<file path="src/rtl/lutcell_pkg.sv">
package lutcell_pkg;

  typedef enum logic [1:0] {
    MODE_LOGIC   = 2'b00,
    MODE_RAM64   = 2'b01,
    MODE_RAM32X2 = 2'b10,
    MODE_SHIFT   = 2'b11
  } cellMode_e;

  // Strobes from control to datapath
  typedef struct packed {
    logic cfgShift;   // serial configuration step
    logic wrSingle;   // one-bit RAM write
    logic wrDual;     // two-bit RAM write
    logic shiftStep;  // shift-register step on the lower half
    logic pinTop;     // force read address MSB high
    logic pinBottom;  // force read address MSB low
    logic shiftView;  // aux output shows last shift stage
  } cellCtrl_t;

endpackage

</file>
<file path="src/rtl/lutcell_ctrl.sv">
module lutcell_ctrl
  import lutcell_pkg::*;
(
  input  logic      clk,
  input  logic      rstN,
  input  logic      cfgEn,
  input  logic      modeWe,
  input  logic [1:0] modeIn,
  input  logic      wrEn,
  input  logic      shEn,
  output cellCtrl_t ctrl
);

  cellMode_e modeQ;

  always_ff @(posedge clk or negedge rstN) begin
    if (!rstN) begin
      modeQ <= MODE_LOGIC;
    end else if (modeWe) begin
      modeQ <= cellMode_e'(modeIn);
    end
  end

  always_comb begin
    ctrl           = '0;
    ctrl.cfgShift  = cfgEn;
    ctrl.wrSingle  = !cfgEn && wrEn && (modeQ == MODE_RAM64);
    ctrl.wrDual    = !cfgEn && wrEn && (modeQ == MODE_RAM32X2);
    ctrl.shiftStep = !cfgEn && shEn && (modeQ == MODE_SHIFT);
    ctrl.pinTop    = (modeQ == MODE_RAM32X2);
    ctrl.pinBottom = (modeQ == MODE_SHIFT);
    ctrl.shiftView = (modeQ == MODE_SHIFT);
  end

  AST_ONE_UPDATE: assert property (@(posedge clk) disable iff (!rstN)
    $onehot0({ctrl.cfgShift, ctrl.wrSingle, ctrl.wrDual, ctrl.shiftStep})) else $error("update strobes overlap");
  AST_MODE_HOLD: assert property (@(posedge clk) disable iff (!rstN)
    !modeWe |=> $stable(modeQ)) else $error("mode changed without load");
  AST_READ_PIN_EXCL: assert property (@(posedge clk) disable iff (!rstN)
    !(ctrl.pinTop && ctrl.pinBottom)) else $error("read pins both set");

endmodule

</file>
<file path="src/rtl/lutcell_datapath.sv">
module lutcell_datapath
  import lutcell_pkg::*;
#(
  parameter int ADDR_W = 6
) (
  input  logic              clk,
  input  logic              rstN,
  input  cellCtrl_t         ctrl,
  input  logic              cfgBit,
  input  logic [ADDR_W-1:0] addr,
  input  logic [1:0]        din,
  output logic              mainOut,
  output logic              auxOut
);

  localparam int DEPTH = 1 << ADDR_W;
  localparam int HALF  = DEPTH / 2;
  localparam int LOW_W = ADDR_W - 1;

  logic [DEPTH-1:0] mem;
  logic [DEPTH-1:0] memNext;
  logic [LOW_W-1:0] rowAddr;
  logic             readTop;

  assign rowAddr = addr[LOW_W-1:0];

  // Per-bit next-state selection
  for (genvar i = 0; i < DEPTH; i++) begin : g_bit
    localparam int ROW = i % HALF;
    logic chainSrc;
    logic hitSingle;
    logic hitDual;
    logic dualData;

    if (i == 0) begin : g_head
      assign chainSrc = 1'b0;
    end else begin : g_body
      assign chainSrc = mem[i-1];
    end

    assign hitSingle = ctrl.wrSingle && (addr == ADDR_W'(i));
    assign hitDual   = ctrl.wrDual && (rowAddr == LOW_W'(ROW));
    assign dualData  = (i >= HALF) ? din[1] : din[0];

    if (i < HALF) begin : g_low
      always_comb begin
        if (ctrl.cfgShift)       memNext[i] = (i == 0) ? cfgBit : chainSrc;
        else if (hitSingle)      memNext[i] = din[0];
        else if (hitDual)        memNext[i] = dualData;
        else if (ctrl.shiftStep) memNext[i] = (i == 0) ? din[0] : chainSrc;
        else                     memNext[i] = mem[i];
      end
    end else begin : g_high
      always_comb begin
        if (ctrl.cfgShift)  memNext[i] = chainSrc;
        else if (hitSingle) memNext[i] = din[0];
        else if (hitDual)   memNext[i] = dualData;
        else                memNext[i] = mem[i];
      end
    end
  end

  always_ff @(posedge clk or negedge rstN) begin
    if (!rstN) mem <= '0;
    else       mem <= memNext;
  end

  // Clockless read multiplexers
  always_comb begin
    if (ctrl.pinTop)         readTop = 1'b1;
    else if (ctrl.pinBottom) readTop = 1'b0;
    else                     readTop = addr[ADDR_W-1];
  end

  assign mainOut = mem[{readTop, rowAddr}];
  assign auxOut  = ctrl.shiftView ? mem[HALF-1] : mem[{1'b0, rowAddr}];

  AST_CFG_CHAIN: assert property (@(posedge clk) disable iff (!rstN)
    ctrl.cfgShift |=> mem[DEPTH-1:1] == $past(mem[DEPTH-2:0])) else $error("config chain broken");
  AST_CFG_ENTRY: assert property (@(posedge clk) disable iff (!rstN)
    ctrl.cfgShift |=> mem[0] == $past(cfgBit)) else $error("config entry bit lost");
  AST_SHIFT_TOP_KEEP: assert property (@(posedge clk) disable iff (!rstN)
    ctrl.shiftStep |=> mem[DEPTH-1:HALF] == $past(mem[DEPTH-1:HALF])) else $error("upper half disturbed");
  AST_SHIFT_CHAIN: assert property (@(posedge clk) disable iff (!rstN)
    ctrl.shiftStep |=> mem[HALF-1:1] == $past(mem[HALF-2:0])) else $error("shift chain broken");
  AST_IDLE_HOLD: assert property (@(posedge clk) disable iff (!rstN)
    !(ctrl.cfgShift || ctrl.wrSingle || ctrl.wrDual || ctrl.shiftStep) |=> $stable(mem)) else $error("storage changed while idle");

endmodule

</file>
<file path="src/rtl/lutcell_frac.sv">
module lutcell_frac
  import lutcell_pkg::*;
#(
  parameter int ADDR_W = 6
) (
  input  logic              clk,
  input  logic              rstN,
  input  logic              cfgEn,
  input  logic              cfgBit,
  input  logic              modeWe,
  input  logic [1:0]        modeIn,
  input  logic [ADDR_W-1:0] addr,
  input  logic [1:0]        din,
  input  logic              wrEn,
  input  logic              shEn,
  output logic              mainOut,
  output logic              auxOut
);

  cellCtrl_t ctrl;

  lutcell_ctrl i_ctrl (
    .clk    (clk),
    .rstN   (rstN),
    .cfgEn  (cfgEn),
    .modeWe (modeWe),
    .modeIn (modeIn),
    .wrEn   (wrEn),
    .shEn   (shEn),
    .ctrl   (ctrl)
  );

  lutcell_datapath #(.ADDR_W(ADDR_W)) i_datapath (
    .clk     (clk),
    .rstN    (rstN),
    .ctrl    (ctrl),
    .cfgBit  (cfgBit),
    .addr    (addr),
    .din     (din),
    .mainOut (mainOut),
    .auxOut  (auxOut)
  );

endmodule

</file>
<file path="config.mk">
export PLATFORM = sky130hd
export DESIGN_NAME = lutcell_frac
export DESIGN_NICKNAME = d
export VERILOG_FILES = /design/src/rtl/lutcell_pkg.sv /design/src/rtl/lutcell_ctrl.sv /design/src/rtl/lutcell_datapath.sv /design/src/rtl/lutcell_frac.sv
export SDC_FILE = /design/constraint.sdc
export NUM_CORES = 1
export LEC_CHECK = 0
export ABC_AREA = 1
export BUFFER_PORTS_ARGS = -buffer_cell sky130_fd_sc_hd__buf_2
export CAP_MARGIN = 40
export CORE_ASPECT_RATIO = 0.5
export CORE_MARGIN = 8
export CORE_UTILIZATION = 56
export DETAILED_ROUTE_END_ITERATION = 8
export PLACE_DENSITY = 0.76
export SETUP_SLACK_MARGIN = 0.1
export SLEW_MARGIN = 20
export SYNTH_ARGS = -nofsm -noshare
export SYNTH_HDL_FRONTEND = slang
export SYNTH_SLANG_ARGS = --single-unit
export TNS_END_PERCENT = 100
</file>
<file path="constraint.sdc">
create_clock -name clk -period 1.3 [get_ports clk]
set_input_delay 0.13 -clock clk [delete_from_list [all_inputs] [get_ports clk]]
set_output_delay 0.13 -clock clk [all_outputs]
set_load 0.01 [all_outputs]
</file>
==> out/qor.csv, run 1 <==
metric,value,unit
chipHeight,80.5,um
synth-seq-area-share,35.5,%
worst-ep-kind,primary output,
grtUsageTotal,71.7,%
synth_nets,754,
outcome,did not finish,
clock_path_buffers,2,
cts_root_buf,clkbuf_16,
port-buffer-count,18,
error,[ERROR GRT-0232] Routing congestion too high. Check the congestion heatmap in the GUI.,
synthTopCellsByArea,"dfrtp_1 35%, nand2_1 25%, o21ai_1 6.1%",
grt_max_degree,37,
haltStage,global routing (5_1_grt),
synth_cell_types,27,
dpl.hpwl,11.1,mm
synth_edf_count,0,
row_count,23,
post-place-ws,-0.295,ns
synth.top_cell.area_share,35.5,%
cts-buffers-inserted,9,
crit_endpoint,auxOut,
synth_common_cells,"307 x nand2_1, 66 x dfrtp_1, 57 x o21ai_1",
grt_overflow,141,
cts_sinks,66,
gp_congestion,0.900,
ys_async_sr_fraction,100,%
synth_top_flop_cell,dfrtp_1,
syn_avg_cell_area,6.32,um2
yosysWarnings,0,
ios,19,
cts.htree.levels,3,
yosysTopAreaCell,dfrtp_1,
die_width,145,um
syn-instance-count,737,
syn_area,4660,um2
dp.cells,952,
ys_seq_elements,66,
post-synth-top-count-cell,nand2_1,
start_util,58.0,%
## metrics by stage
step / setup TNS, ns / instance area, um2
CTS: -14.79 / 6930
detailed placement: -10.16 / 5810
global placement: -8.36 / 5810
floorplan: -1.89 / 4760
## cell families after synthesis
| family | after synthesis | synth area share (%) |
|---|---|---|
| buf+inv | 102 | 9.13 |
| flops | 66 | 35.5 |
| simple gates | 399 | 34.2 |
| mux | 1 | 0.242 |
| compound gates | 169 | 21.0 |
## per-layer routing
layer  GRT overflow  GRT usage (%)
met1              0           67.3
met2             96           88.7
met3              3           61.8
met4             42           77.7
met5              0           23.3
## what timing repair did
action,in CTS
buffers inserted,13
pin swaps,41
hold endpoints to repair,12
gates cloned,7
setup endpoints to repair,66
resized for setup,139
hold buffers,1
==> run 2: changes to the inputs <==
--- a/config.mk
+++ b/config.mk
@@ -8,12 +8,10 @@
 export ABC_AREA = 1
 export BUFFER_PORTS_ARGS = -buffer_cell sky130_fd_sc_hd__buf_2
 export CAP_MARGIN = 40
-export CORE_ASPECT_RATIO = 0.5
 export CORE_MARGIN = 8
-export CORE_UTILIZATION = 56
+export CORE_UTILIZATION = 40
 export DETAILED_ROUTE_END_ITERATION = 8
-export PLACE_DENSITY = 0.76
-export SETUP_SLACK_MARGIN = 0.1
+export PLACE_DENSITY_LB_ADDON = 0.15
 export SLEW_MARGIN = 20
 export SYNTH_ARGS = -nofsm -noshare
 export SYNTH_HDL_FRONTEND = slang
==> constraint.sdc (replaced) <==
create_clock -name clk -period 1.7 [get_ports clk]
set_input_delay 0.17 -clock clk [delete_from_list [all_inputs] [get_ports clk]]
set_output_delay 0.17 -clock clk [all_outputs]
set_load 0.01 [all_outputs]
==> run 2 against run 1 <==
Net effect: the flow now finishes, with violations (setup timing); synthesized cell count unchanged; area after synthesis unchanged.
==> out/qor.csv, run 2 <==
metric,value,unit,change
wl,15.7,mm,
synth_common_cells,"307 x nand2_1, 66 x dfrtp_1, 57 x o21ai_1",,unchanged
route.vias.total,5114,,
finalCriticalPeriod,1.82,ns,
synth_edf_count,0,,unchanged
row_count,39,,was 23
area_growth,20.6,%,
grt_pass1_wl,25.0,mm,
first_iter_violations,459,,
largest_register_ffs,64,,
dpl.hpwl,10.3,mm,was 11.1 mm
ys_seq_elements,66,,unchanged
cp_max_fo,2,,
clk_latency,0.35,ns,
syn_avg_cell_area,6.32,um2,unchanged
die_area,15400,um2,
finalHoldViolCount,0,,
synth.top_cell.area_share,35.5,%,unchanged
post-synth-top-count-cell,nand2_1,,unchanged
worst_slew_pin_slew,0.482,ns,
path_clk_slew,0.06,ns,
cts_sinks,66,,unchanged
worstPathArrival,1.65,ns,
synth_cell_types,27,,unchanged
cts.htree.levels,3,,unchanged
drv_cap,0,,
synth_top_flop_cell,dfrtp_1,,unchanged
critPathKind,reg -> out,,
dp.cells,895,,was 952
worst_slack,-0.119,ns,
grt_overflow,0,,
route.detailed.drc,0,,
largest_register,i_datapath.mem,,
grt_pass1_vias,4838,,
reg.largest.list,"i_datapath.mem: 64 flops, i_ctrl.modeQ: 2 flops",,
relSlewSlack,67.7,%,
min_path_type,in -> reg,,
ys_async_sr_fraction,100,%,unchanged
worstSetupStartpointType,flop,,
wl_per_cell,16.9,um,
port-buffer-count,18,,unchanged
ios,19,,unchanged
cts-buffers-inserted,9,,unchanged
antenna_found_initial,0,,
post-route-util,49.4,%,
placed_area,5040,um2,was 5810 um2
cts_root_buf,clkbuf_16,,unchanged
rsz0062_at_grt,true,,
worstHoldStart,modeIn[1],,
cp_data_required_time,1.53,ns,
skew,0.0128,ns,
syn_area,4660,um2,unchanged
drt_first_pass_iters,5,,
syn-instance-count,737,,unchanged
start_util,41.0,%,was 58.0%
powerDensity,976,nW/um2,
synth_nets,754,,unchanged
grtUsageTotal,21.0,%,
setup_viol,2,,
min_period_over_period,107,%,
gp_congestion,0.891,,was 0.900
slew_viol_final,0,,
p_leak,2.71,nW,
max_freq,550,MHz,
stdcell_count,932,,
clock_path_buffers,2,,unchanged
yosysWarnings,0,,unchanged
cp-startpoint,i_datapath.mem[7],,
crit-reg2reg-launch,i_ctrl.modeQ[1],,
violations,setup timing,,
cts_tree,built,,
layout_commonest_cell,nand2_1,,
most-common-layout-cells,"305 x nand2_1, 67 x o21ai_1, 64 x dfrtp_1",,
vdd_drop_max,0.790,mV,
synthTopCellsByArea,"dfrtp_1 35%, nand2_1 25%, o21ai_1 6.1%",,unchanged
core,11400,um2,
ant_nets,0,,
viasPerCell,5.49,,
die_width,124,um,was 145 um
chipHeight,124,um,was 80.5 um
n_antenna_cell,0,,
grt_max_degree,67,,
synth-seq-area-share,35.5,%,unchanged
stdcell_area,5610,um2,
outcome,"complete, but fails checks",,was did not finish
drive_gt1_share,16.5,%,
final_nets,802,,
yosysTopAreaCell,dfrtp_1,,unchanged
worstSetupEndpointType,output pin,,
-- run 2: cells by family after synthesis --
| family | after synthesis | share of synthesized area [%] |
|---|---|---|
| and+or+nand+nor | 399 | 34.2 |
| AOI/OAI and AO/OA | 169 | 21.0 |
| buffers and inverters | 102 | 9.13 |
| DFF | 66 | 35.5 |
| muxes | 1 | 0.242 |
-- run 2: layer usage --
layer | wire [um] | vias to the layer above | share of wire, % | GRT usage [%]
li1 | - | 2504 | - | -
met1 | 7110 | 2387 | 45 | 28.9
met2 | 7230 | 193 | 46 | 32.7
met3 | 1070 | 30 | 6.8 | 4.76
met4 | 321 | 0 | 2.0 | 5.43
met5 | 0 | - | 0 | 0
-- run 2: repair_timing --
action                                  CTS  global route
hold buffers                              1             0
buffers inserted                         14             4
gates cloned                              0             3
hold endpoints to repair                 66             0
gates resized for setup                  16            15
endpoints found under the setup margin    2            37
pin swaps                                 8            11
-- run 2: report_power, final --
part | internal (mW) | switching [mW] | leakage, nW
registers | 1.89 | 0.249 | 0.850
logic | 0.573 | 0.810 | 1.70
clock network | 1.25 | 0.713 | 0.152
-- run 2: path summary, 6_finish.rpt --
path                                           end  slack (ns)  cells after the start
worst min register to register  i_datapath.mem[22]        0.49                      2
worst max-delay path                       mainOut       -0.12                     11
max in group asynchronous          i_ctrl.modeQ[0]        0.98                      3
worst min-delay path               i_ctrl.modeQ[1]        0.03                      3
worst max register to register  i_datapath.mem[25]        0.03                      8
min in group asynchronous       i_datapath.mem[56]        0.37                      3
-- run 2: critical path, cell delays in order, from the launching register on --
cell and delay, ns:
dfrtp_1 0.37, nand2_1 0.07, o21ai_1 0.06, nand2_1 0.08, nand2_1 0.05, nand2_1 0.08, nand2_1 0.09, nor2_1 0.11
nand2_1 0.09, nand3_1 0.10, nand2_1 0.06, buf_2 0.14
-- run 2: final cells by class --
class,count,area (um2)
sequential,66,1650
timing repair buffer,71,593
tap,143,179
clock inverter,2,35.0
clock buffer,13,270
inverter,68,260
multi-input combinational,569,2620
fill,1194,5760
-- run 2: through the flow --
stage          power [mW]  setup TNS [ns]  hold slack, ns  setup slack (ns)
4_1_cts              5.44         -0.0861          0.0249           -0.0433
3_3_place_gp         3.33          -0.934           0.226            -0.122
5_1_grt              5.79          -0.384          0.0430            -0.204
3_5_place_dp         3.35          -0.994           0.228            -0.152
6_report             5.48          -0.194          0.0301            -0.119
2_1_floorplan        2.94               0          -0.126             0.283
Note: power is estimated with default switching activity, not from simulation.
==> run 3: changes to the inputs <==
--- a/config.mk
+++ b/config.mk
@@ -11,7 +11,7 @@
 export CORE_MARGIN = 8
 export CORE_UTILIZATION = 40
 export DETAILED_ROUTE_END_ITERATION = 8
-export PLACE_DENSITY_LB_ADDON = 0.15
+export PLACE_DENSITY = 0.52
 export SLEW_MARGIN = 20
 export SYNTH_ARGS = -nofsm -noshare
 export SYNTH_HDL_FRONTEND = slang
==> run 3 against run 2 <==
Net effect: the run still ends with setup timing left; core utilization fell by 0.055 points; clock power fell by 10%; worst hold slack improved by 0.022 ns; cell area fell by 0.11%; die area did not move; register-to-register slack improved by 0.09 ns; first-iteration DRC count fell by 23%; wire length rose by 0.53%; count of clock-buffer cells in the layout fell by 1; final cell count rose by 0.54%; highest routed layer unchanged.
==> out/qor.csv, run 3 (synthesized netlist as in run 2, its figures left out) <==
metric,value,unit,change
outcome,"complete, but fails checks",,unchanged
violations,setup timing,,unchanged
power.internal,3.51,mW,was 3.71 mW
die_area,15400,um2,unchanged
slew_viol_final,0,,unchanged
wl,15.8,mm,was 15.7 mm
stdcell_area,5610,um2,about the same
row_count,39,,unchanged
finalHoldViolCount,0,,unchanged
path_clk_slew,0.06,ns,about the same
grt_pass1_vias,4860,,was 4838
finalCriticalPeriod,1.74,ns,was 1.82 ns
grtUsageTotal,21.3,%,was 21.0%
cp_max_fo,3,,was 2
clkPwrFrac,33.2,%,was 35.7%
worstSetupEndpointType,output pin,,unchanged
grt_overflow,0,,unchanged
clock_path_buffers,2,,unchanged
critPathKind,reg -> out,,unchanged
largest_register_ffs,64,,unchanged
area_growth,20.4,%,was 20.6%
p_leak,2.73,nW,was 2.71 nW
grt_pass1_wl,25.2,mm,was 25.0 mm
layout_commonest_cell,nand2_1,,unchanged
route.detailed.drc,0,,unchanged
switching_share,33.7,%,was 32.3%
relSlewSlack,73.0,%,was 67.7%
gp_congestion,0.925,,was 0.891
wl_per_cell,16.9,um,about the same
grt_max_degree,67,,unchanged
worstSetupStartpointType,flop,,unchanged
die_width,124,um,unchanged
netSwitchingPower,1.78,mW,was 1.77 mW
worstPathArrival,1.57,ns,was 1.65 ns
min_path_type,in -> reg,,unchanged
largest_register,i_datapath.mem,,unchanged
pwr-share-comb,26.2,%,was 25.2%
cts_root_buf,clkbuf_16,,unchanged
top_layer,met4,,unchanged
setup_viol,2,,unchanged
cts_sinks,66,,unchanged
min_period_over_period,103,%,was 107%
cts_tree,built,,unchanged
drt_first_pass_iters,4,,was 5
n_antenna_cell,0,,unchanged
vdd_drop_max,0.631,mV,was 0.790 mV
worst_slack,-0.0445,ns,was -0.119 ns
cts-buffers-inserted,9,,unchanged
rsz0062_at_grt,true,,unchanged
first_iter_violations,354,,was 459
worst_slew_pin_slew,0.405,ns,was 0.482 ns
routed-wl-met3,537,um,was 1.07 mm
route.vias.total,5052,,was 5114
drive_gt1_share,16.1,%,was 16.5%
chipHeight,124,um,unchanged
placed_area,5160,um2,was 5040 um2
routedLengthMet1,7.14,mm,was 7.11 mm
final_nets,807,,was 802
dpl.hpwl,11.2,mm,was 10.3 mm
cts.htree.levels,3,,unchanged
powerDensity,945,nW/um2,was 976 nW/um2
max_freq,573,MHz,was 550 MHz
antenna_found_initial,0,,unchanged
most-common-layout-cells,"307 x nand2_1, 66 x dfrtp_1, 65 x o21ai_1",,"was 305 x nand2_1, 67 x o21ai_1, 64 x dfrtp_1"
core,11400,um2,unchanged
port-buffer-count,18,,unchanged
drv_cap,0,,unchanged
skew,0.00740,ns,was 0.0128 ns
start_util,41.0,%,unchanged
setup_tns,-0.0790,ns,was -0.194 ns
power_frac_seq,40.6,%,was 39.0%
reg.largest.list,"i_datapath.mem: 64 flops, i_ctrl.modeQ: 2 flops",,unchanged
met2WireLength,7.74,mm,was 7.23 mm
ios,19,,unchanged
ant_nets,0,,unchanged
clk_latency,0.35,ns,about the same
viasPerCell,5.39,,was 5.49
cp_data_required_time,1.53,ns,about the same
[run 3: cell count changes in the layout (fill, tap and decap cells not counted), moves of 2 or more]
cell,before,now
buf_12,4,8
buf_4,45,48
clkbuf_16,12,10
clkinv_2,2,4
dfrtp_1,64,66
dfrtp_2,2,0
nand2_1,305,307
o21ai_1,67,65
o21ai_2,2,4
[run 3: final timing paths]
kind	slack, ns	from	endpoint	cells after the start
setup / recovery	-0.04	i_datapath.mem[14]	auxOut	11
hold / removal	0.05	modeIn[0]	i_ctrl.modeQ[0]	2
setup reg to reg	0.12	i_ctrl.modeQ[1]	i_datapath.mem[21]	8
hold reg to reg	0.50	i_datapath.mem[2]	i_datapath.mem[2]	2
max in group asynchronous	1.00	rstN	i_datapath.mem[0]	3
min in group asynchronous	0.40	rstN	i_datapath.mem[56]	3
[run 3: per-stage QoR]
stage | total power, mW | setup slack, ns | cells | utilization (%) | hold slack [ns]
after floorplan | 2.94 | 0.283 | 737 | - | -0.126
after global placement | 3.38 | 0.108 | 904 | 45.4 | 0.229
after detailed placement | 3.41 | 0.106 | 904 | 45.4 | 0.231
after CTS | 5.30 | -0.0362 | 934 | 48.8 | 0.0371
after global routing | 5.60 | -0.158 | 937 | 49.3 | 0.0518
final | 5.30 | -0.0445 | 937 | 49.3 | 0.0519
[run 3: area by class of cell]
| cell class | instances | area (um2) |
|---|---|---|
| Clock inverter | 3 | 15.0 |
| Inverter | 68 | 256 |
| Fill cell | 1177 | 5760 |
| Multi-Input combinational cell | 569 | 2600 |
| Tap cell | 143 | 179 |
| Clock buffer | 12 | 256 |
| Timing Repair Buffer | 76 | 652 |
| Sequential cell | 66 | 1650 |
[run 3: power groups by stage]
stage | clock network, mW | registers, mW | logic [mW]
global route | 1.85 | 2.18 | 1.58
detailed placement | 0 | 2.19 | 1.22
global placement | 0 | 2.18 | 1.20
finish | 1.76 | 2.15 | 1.39
floorplan | 0 | 2.08 | 0.862
CTS | 1.79 | 2.15 | 1.36
[run 3: per-layer routing]
metal | GRT usage (%) | up-vias
met3 | 2.77 | 31
met5 | 0 | -
met2 | 35.3 | 108
li1 | - | 2503
met1 | 27.2 | 2410
met4 | 9.29 | 0
[run 3: critical path, cell delays in order, from the launching register on]
cell and delay [ns]:
dfrtp_1 0.43, nand2_1 0.08, nand2_1 0.05, nand2_1 0.05, nand2_1 0.05, nand2_1 0.05, nand2_1 0.08, nor2_1 0.10
nand2_1 0.08, nand3_1 0.10, nand2_1 0.05, buf_2 0.13
[run 3: what timing repair did]
item,CTS,global route
cloned,0,1
pin swaps,8,4
endpoints found under the hold margin,66,0
buffers inserted,14,2
gates resized for setup,16,6
hold buffers,1,0
setup endpoints to repair,2,15
